**src/rtl/ers_pkg.sv**
```systemverilog
package ers_pkg;
  localparam int ADDR_W = 16;
  localparam int DATA_W = 8;
  typedef logic [ADDR_W-1:0] addr_t;
  typedef logic [DATA_W-1:0] data_t;

  typedef struct packed {
    logic internal;
    logic rom_window;
    logic ext_space;
    logic hit_ctrl;
    logic hit_bdir;
    logic hit_adir;
  } dec_t;
endpackage

```
**src/rtl/ers_addr_decode.sv**
```systemverilog
module ers_addr_decode
  import ers_pkg::*;
#(
  parameter addr_t INT_LAST  = 16'h01FF,
  parameter addr_t ROM_FIRST = 16'h3000,
  parameter addr_t CTRL_ADDR = 16'h000C,
  parameter addr_t BDIR_ADDR = 16'h0004,
  parameter addr_t ADIR_ADDR = 16'h0005
) (
  input  addr_t addr,
  output dec_t  dec
);
  always_comb begin
    dec.internal   = (addr <= INT_LAST);
    dec.ext_space  = (addr > INT_LAST);
    dec.rom_window = (addr >= ROM_FIRST);
    dec.hit_ctrl   = (addr == CTRL_ADDR);
    dec.hit_bdir   = (addr == BDIR_ADDR);
    dec.hit_adir   = (addr == ADIR_ADDR);
  end
endmodule

```
**src/rtl/ers_cfg_regs.sv**
```systemverilog
module ers_cfg_regs
  import ers_pkg::*;
#(
  parameter int   BPORT_W   = 8,
  parameter int   AUX_W     = 4,
  parameter logic MODE_RST  = 1'b1
) (
  input  logic               clk,
  input  logic               rst_n,
  input  logic               wr,
  input  dec_t               dec,
  input  data_t              wdata,
  output logic               mode,
  output logic [BPORT_W-1:0] bdir,
  output logic [AUX_W-1:0]   adir,
  output data_t              rdata
);
  localparam logic [BPORT_W-1:0] BDIR_RST = BPORT_W'(1);

  always_ff @(posedge clk or negedge rst_n) begin
    if (!rst_n) begin
      mode <= MODE_RST;
      bdir <= BDIR_RST;
    end else if (wr) begin
      if (dec.hit_ctrl) mode <= wdata[0];
      if (dec.hit_bdir) bdir <= wdata[BPORT_W-1:0];
    end
  end

  for (genvar i = 0; i < AUX_W; i++) begin : g_aux
    always_ff @(posedge clk or negedge rst_n) begin
      if (!rst_n)                    adir[i] <= 1'b0;
      else if (wr && dec.hit_adir)   adir[i] <= wdata[i];
    end
  end

  always_comb begin
    rdata = '0;
    if (dec.hit_ctrl)      rdata[0]         = mode;
    else if (dec.hit_bdir) rdata[BPORT_W-1:0] = bdir;
    else if (dec.hit_adir) rdata[AUX_W-1:0]   = adir;
  end
endmodule

```
**src/rtl/ers_pin_drive.sv**
```systemverilog
module ers_pin_drive
  import ers_pkg::*;
(
  input  logic mode,
  input  dec_t dec,
  input  logic wr,
  input  logic phase,
  output logic sel_n,
  output logic oe,
  output logic ext_sel
);
  always_comb begin
    if (mode) begin
      sel_n = ~(phase & dec.rom_window);
      oe    = phase & wr & dec.ext_space;
    end else begin
      sel_n = 1'b0;
      oe    = 1'b0;
    end
    ext_sel = ~dec.internal;
  end
endmodule

```
**src/rtl/ext_rom_select.sv**
```systemverilog
module ext_rom_select
  import ers_pkg::*;
#(
  parameter int BPORT_W = 8,
  parameter int AUX_W   = 4
) (
  input  logic               clk,
  input  logic               rst_n,
  input  logic [15:0]        cpu_addr,
  input  logic               cpu_rw_n,
  input  logic [7:0]         cpu_wdata,
  input  logic               bus_phase,
  output logic               rom_sel_n,
  output logic               xbus_oe,
  output logic               rdata_ext_sel,
  output logic [7:0]         reg_rdata,
  output logic               ext_mode,
  output logic [BPORT_W-1:0] bport_dir,
  output logic [AUX_W-1:0]   aux_dir,
  output logic               bport_clk_o
);
  dec_t dec;
  logic wr;
  assign wr = ~cpu_rw_n;

  ers_addr_decode u_dec (.addr(cpu_addr), .dec(dec));

  ers_cfg_regs #(.BPORT_W(BPORT_W), .AUX_W(AUX_W)) u_regs (
    .clk(clk), .rst_n(rst_n), .wr(wr), .dec(dec), .wdata(cpu_wdata),
    .mode(ext_mode), .bdir(bport_dir), .adir(aux_dir), .rdata(reg_rdata)
  );

  ers_pin_drive u_pins (
    .mode(ext_mode), .dec(dec), .wr(wr), .phase(bus_phase),
    .sel_n(rom_sel_n), .oe(xbus_oe), .ext_sel(rdata_ext_sel)
  );

  assign bport_clk_o = bus_phase;
endmodule

```
**config.mk**
```make
export PLATFORM = sky130hd
export DESIGN_NAME = ext_rom_select
export DESIGN_NICKNAME = d
export VERILOG_FILES = /design/src/rtl/ers_pkg.sv /design/src/rtl/ers_addr_decode.sv /design/src/rtl/ers_cfg_regs.sv /design/src/rtl/ers_pin_drive.sv /design/src/rtl/ext_rom_select.sv
export SDC_FILE = /design/constraint.sdc
export NUM_CORES = 1
export LEC_CHECK = 0
export ABC_AREA = 1
export CELL_PAD_IN_SITES_DETAIL_PLACEMENT = 1
export CELL_PAD_IN_SITES_GLOBAL_PLACEMENT = 1
export CORE_MARGIN = 2
export CORE_UTILIZATION = 26
export CTS_CLUSTER_DIAMETER = 100
export DETAILED_ROUTE_END_ITERATION = 6
export PLACE_DENSITY = 0.93
export SLEW_MARGIN = 0
export SYNTH_ARGS = -nofsm -noshare
export SYNTH_HDL_FRONTEND = slang
export SYNTH_SLANG_ARGS = --single-unit
export TNS_END_PERCENT = 5
```
**constraint.sdc**
```tcl
create_clock -name clk -period 3.75 [get_ports clk]
set_clock_uncertainty 0.1 [all_clocks]
set_input_delay 0.9375 -clock clk [delete_from_list [all_inputs] [get_ports clk]]
set_output_delay 0.9375 -clock clk [all_outputs]
set_load 0.05 [all_outputs]
```
# Yosys cells after proc, flatten, opt, wreduce, memory -nomap -nowiden
# Cells that the tools add are included.
# totals
out_inout_bits,25
reg_bits,13
inputBits,28
wordCells,28
# op_classes
eq_ne,3
n_mux,7
n_bitwise,6
order_cmp,3
n_reduce_logical,3
# ops
cell,count
"== test 16 x 3 -> 1 bit, second input constant",2
"== test 16 x 4 -> 1 bit, second input constant",1
"greater-or-equal comparator 16 x 14 -> 1 bit, second input constant",1
"greater-than comparator 16 x 9 -> 1 bit, second input constant",1
"less-or-equal comparator 16 x 9 -> 1 bit, second input constant",1
2-to-1 mux 4 bit,3
2-to-1 mux 7 bit,1
AND reduction 2 bit,2
bitwise AND 1 bit,3
2-to-1 mux 1 bit,3
NOT 1 bit,3
logical AND 1 bit,1

# Logic depth before layout (Yosys ltp)
# logic_depth
ltp_word,4
depth_mapped,9
depth_no_buf,8

# Cells and area by module
# From an unflattened synthesis, not the netlist that was laid out.
# unflattened
hier_cells,133
hier_area_um2,842.1
# by_module_without_submodules
module,n_inst,seq_area_each_um2,cells_each,area_per_inst_um2
ers_cfg_regs,1,327.8,81,633.1
ers_addr_decode,1,0.0,44,173.9
ers_pin_drive,1,0.0,6,23.8
ext_rom_select,1,0.0,2,11.3

# Worst setup path after synthesis
# OpenSTA, ideal clock, no wires.
# synth_path
path_type,in2out
startpoint,input port cpu_addr[15]
endpoint,output port rom_sel_n
stages,3
arrival_time_ps,2227
required_time_ps,2713
setup_slack_ps,486
n_path_buf,0
path_cell_list,nor2_2 nand2_1 a21boi_0
# synth_between
elab_chain_len,4
# synth_rtl
element,line,text
from (decl),ext_rom_select.sv:9,"input logic [15:0] cpu_addr,"
greater-or-equal comparator 16 x 14 -> 1 bit,ers_addr_decode.sv:16,dec.rom_window = (addr >= ROM_FIRST);
bitwise AND 1 bit,ers_pin_drive.sv:14,sel_n = ~(phase & dec.rom_window);
NOT 1 bit,ers_pin_drive.sv:14,
2-to-1 mux 1 bit,ers_pin_drive.sv:13,if (mode) begin
to (decl),ext_rom_select.sv:13,"output logic rom_sel_n,"
# No other way between the ends.

# Final worst setup path
# layout_path
startpoint,input port cpu_addr[6]
endpoint,output port reg_rdata[3]
# layout_between
elab_chain_len,4
word_cells_on_any_way,6
cone_classes,3 x eq/ne; 3 x mux
# layout_rtl
element,line,text
== test 16 x 3 -> 1 bit,ers_addr_decode.sv:19,dec.hit_adir = (addr == ADIR_ADDR);
2-to-1 mux 4 bit,ers_cfg_regs.sv:41,else if (dec.hit_adir) rdata[AUX_W-1:0] = adir;
2-to-1 mux 4 bit,ers_cfg_regs.sv:40,else if (dec.hit_bdir) rdata[BPORT_W-1:0] = bdir;
2-to-1 mux 7 bit (*),ers_cfg_regs.sv:39,if (dec.hit_ctrl) rdata[0] = mode;
to (decl),ext_rom_select.sv:16,"output logic [7:0] reg_rdata,"
# Mark *: on every way between the ends. The rest lies on a longest branch, timed or not.

==> results.txt <==
----------------------------------------------------
[Drt]
  Total wirelength of the detailed-routed design ... 2730 um
  Average detailed-routed wire length per instance ... 12.9 um
  Detailed-route DRC error count ... 0
  Post-detailed-route via-to-cell ratio ... 4.57
  Detailed Route Iter0 Violations ... 14
  DR vias ... 968
  Remaining antenna violation count after routing ... 0
  TritonRoute pass-1 iters ... 4

[Global routing]
  Met2 layer usage reported by global route ... 31.6%
  Global-route wire length before repair ... 4580 um
  Via count of the first global-routing pass ... 1009
  Aggregate global-route resource usage ... 16.6%
  Most used routing layer ... met2
  Global-route track usage on met1 ... 18.7%
  Largest net degree at the start of global routing ... 14
  Antenna violations before repair ... 0
  Total global routing overflow ... 0
  Global-route met3 utilization ... 3.41%

[Clock network]
  H-Tree Depth ... 1
  Cells resized by post-CTS repair ... 0
  Hold_buf cts ... 0
  TritonCTS clock tree ... done
  Number of buffers on the longest clock path ... 2
  Insertion delay of the later-clocked pin in the worst-skew pair ... 0.27 ns
  Clock transition at the registers of the reported paths ... 0.08 ns
  Num CTS Buffers ... 3
  Count of buffers added by post-CTS timing repair for setup ... 0
  Buffer type at the clock tree root ... clkbuf_4
  Total number of clock tree sinks ... 13

[Place]
  RePlAce Congestion ... 0.765
  # port buffers ... 52
  Placed Area ... 1460 um2
  Pre-CTS setup slack ... 0.133 ns
  HPWL after detailed placement ... 2360 um

[Yosys]
  Post-Syn Area per Cell ... 7.28 um2
  Gate count after technology mapping ... 115
  XOR/XNOR share of the synthesized area ... 0%
  Proportion of register bits with asynchronous set or reset after synthesis ... 100%
  Share of synthesized area spent on multiplexers ... 0%
  Cell types with the highest counts after synthesis ... 36 x nand2_1, 14 x inv_1, 14 x nor2_1
  Main synth FF type ... dfrtp_1
  Post-Syn Area ... 837 um2
  Arithmetic-cell share of the synthesized area counting full adders, half adders and majority gates ... 0%
  Yosys top cell by area ... dfrtp_1
  Area share of the largest cell type after synthesis ... 32.9%
  Most repeated cell in the gate-level netlist after synthesis ... nand2_1
  Combinational family with the most area after synthesis ... simple AND/OR/NAND/NOR gates
  Number of warning messages in the yosys log ... 0
  Compound-Gate Fraction of Synth Area ... 8.07%
  Net count after synthesis ... 143
  Post-synthesis sequential area ratio ... 39.2%
  Post-synth EDFFs ... 0
  Count of cell types in the netlist ... 21
  Cells taking the most area after synthesis ... dfrtp_1 33%, nand2_1 16%, dfstp_2 6.3%, inv_1 6.3%, nor2_1 6.3%
  Seq cells post-synth ... 13
  Post-Synth Simple-Gate Area ... 42.6%

[STA]
  Setup-failing EPs final ... 0
  Final critical-path share of the clock period ... 96.2%
  Hold violation count in the final report ... 0
  RSZ-0062 raised after global routing ... false
  Transition at the pin with the smallest max-transition slack ... 0.597 ns
  Minimum setup slack in the final design ... 0.142 ns
  Pins Over Slew Limit ... 0
  Minimum period implied by the final worst setup slack ... 3.61 ns
  F_max ... 0.277 GHz
  Final setup TNS ... 0 ns
  Relative slew slack ... 60.1%

[Run status]
  Result of the run ... complete, no violations

[Min path]
  Worst hold path class ... flip-flop to flip-flop

[Finish]
  Diode insertion count for antenna repair ... 0
  Final net count ... 197
  Layout area overhead ... 77.7%
  Final core occ ... 48.7%
  Area of all placed cells without fillers ... 1490 um2
  Fraction of layout instances using a drive strength above 1 ... 17.3%

[Worst setup path]
  WS Path Type ... input pin to output pin
  Series of cell instances along the critical path ... clkdlybuf4s50_1 -> nor2_1 -> and2_0 -> and3_1 -> nand3_1 -> nand2_1 -> buf_12
  Maximum cell stage delay along the critical path ... 0.42 ns
  Kind of cell with the highest combined delay on the critical path ... simple AND/OR/NAND/NOR gates
  Category of the worst setup path capture point ... output pin
  Data arrival time of the critical path ... 2.57 ns
  Crit path max fanout ... 8
  Critical path startpoint category ... input pin
  Required time reported for the critical path endpoint ... 2.71 ns
  Cell with the biggest individual delay on the critical path ... and2_0
  Critical path buffers and inverters ... 2

[Floorplan]
  Area of the die ... 3690 um2
  Floorplan die width ... 60.7 um
  Overall die height ... 60.7 um
  Starting Density ... 27.4%
  Floorplan Core Area ... 3050 um2
  Top-level I/O count ... 53
  Std-Cell Rows ... 20

[Pwr]
  Worst VDD drop ... 177 uV
  Total power divided by cell area ... 185 nW/um2
  Leakage Power ... 0.674 nW

[Job]
  Total of max-cap violations ... 0

----------------------------------------------------
[cell usage in the layout, fill, tap and decap left out, drive strengths merged]
cell            n
a21boi          1
o21ai           9
nand2          41
and2            1
buf            11
and3            1
dfrtp          11
clkdlybuf4s50  41
nand4           5
clkbuf          4
nor2           16
dfstp           2
nand3          10
inv            15
[through the flow]
| step | cells | total power (W) | hold slack (ns) |
|---|---|---|---|
| after floorplan | 115 | 0.000157 | 0.498 |
| after global placement | 208 | 0.000191 | 0.383 |
| after detailed placement | 208 | 0.000193 | 0.392 |
| after CTS | 212 | 0.000280 | 0.404 |
| after global routing | 212 | 0.000293 | 0.429 |
| final | 212 | 0.000275 | 0.398 |
[final cells by class]
cell class	count	area [um2]
fill	384	1570
timing repair buffer	52	593
multi-input combinational	84	424
sequential	13	328
inverter	15	61.3
tap	44	55.1
clock buffer	4	26.3
[per-layer routing]
metal  routed length (um)  part of all wire [%]  vias up
met5                    0                     0        -
met4                    0                     0        0
met3                  209                   7.7        0
met2                 1470                    54       33
met1                 1050                    38      466
li1                     -                     -      469
[worst paths after layout]
check,from,to,slack [ns],depth (start not counted)
max in group asynchronous,rst_n,u_regs.bdir[1],2.22,1
min in group asynchronous,rst_n,u_regs.bdir[3],0.94,1
max,cpu_addr[6],reg_rdata[3],0.14,7
min reg2reg,u_regs.bdir[0],u_regs.bdir[0],0.40,2
max reg2reg,u_regs.mode,u_regs.mode,2.87,2
min,u_regs.bdir[0],u_regs.bdir[0],0.40,2
[power breakdown]
part,total (W),switching (W),internal [W]
combinational,0.0000494,0.0000208,0.0000286
clock,0.0000855,0.0000443,0.0000412
sequential,0.000140,0.0000000465,0.000140
total,0.000275,0.0000652,0.000210
[worst min-delay path: stages, from the launching register on]
cell and delay [ns]:
dfstp_2 0.38, nand2_1 0.07, o21ai_2 0.05
[flip-flops by register name, indices dropped and copies added (netlist names)]
signal,count
u_regs.bdir,8
u_regs.adir,4
u_regs.mode,1
[kinds of logic after synthesis]
| family | Yosys count |
|---|---|
| buf+inv | 18 |
| compound gates | 10 |
| flops | 13 |
| simple gates | 74 |
Power figures use the tool's default switching activity.
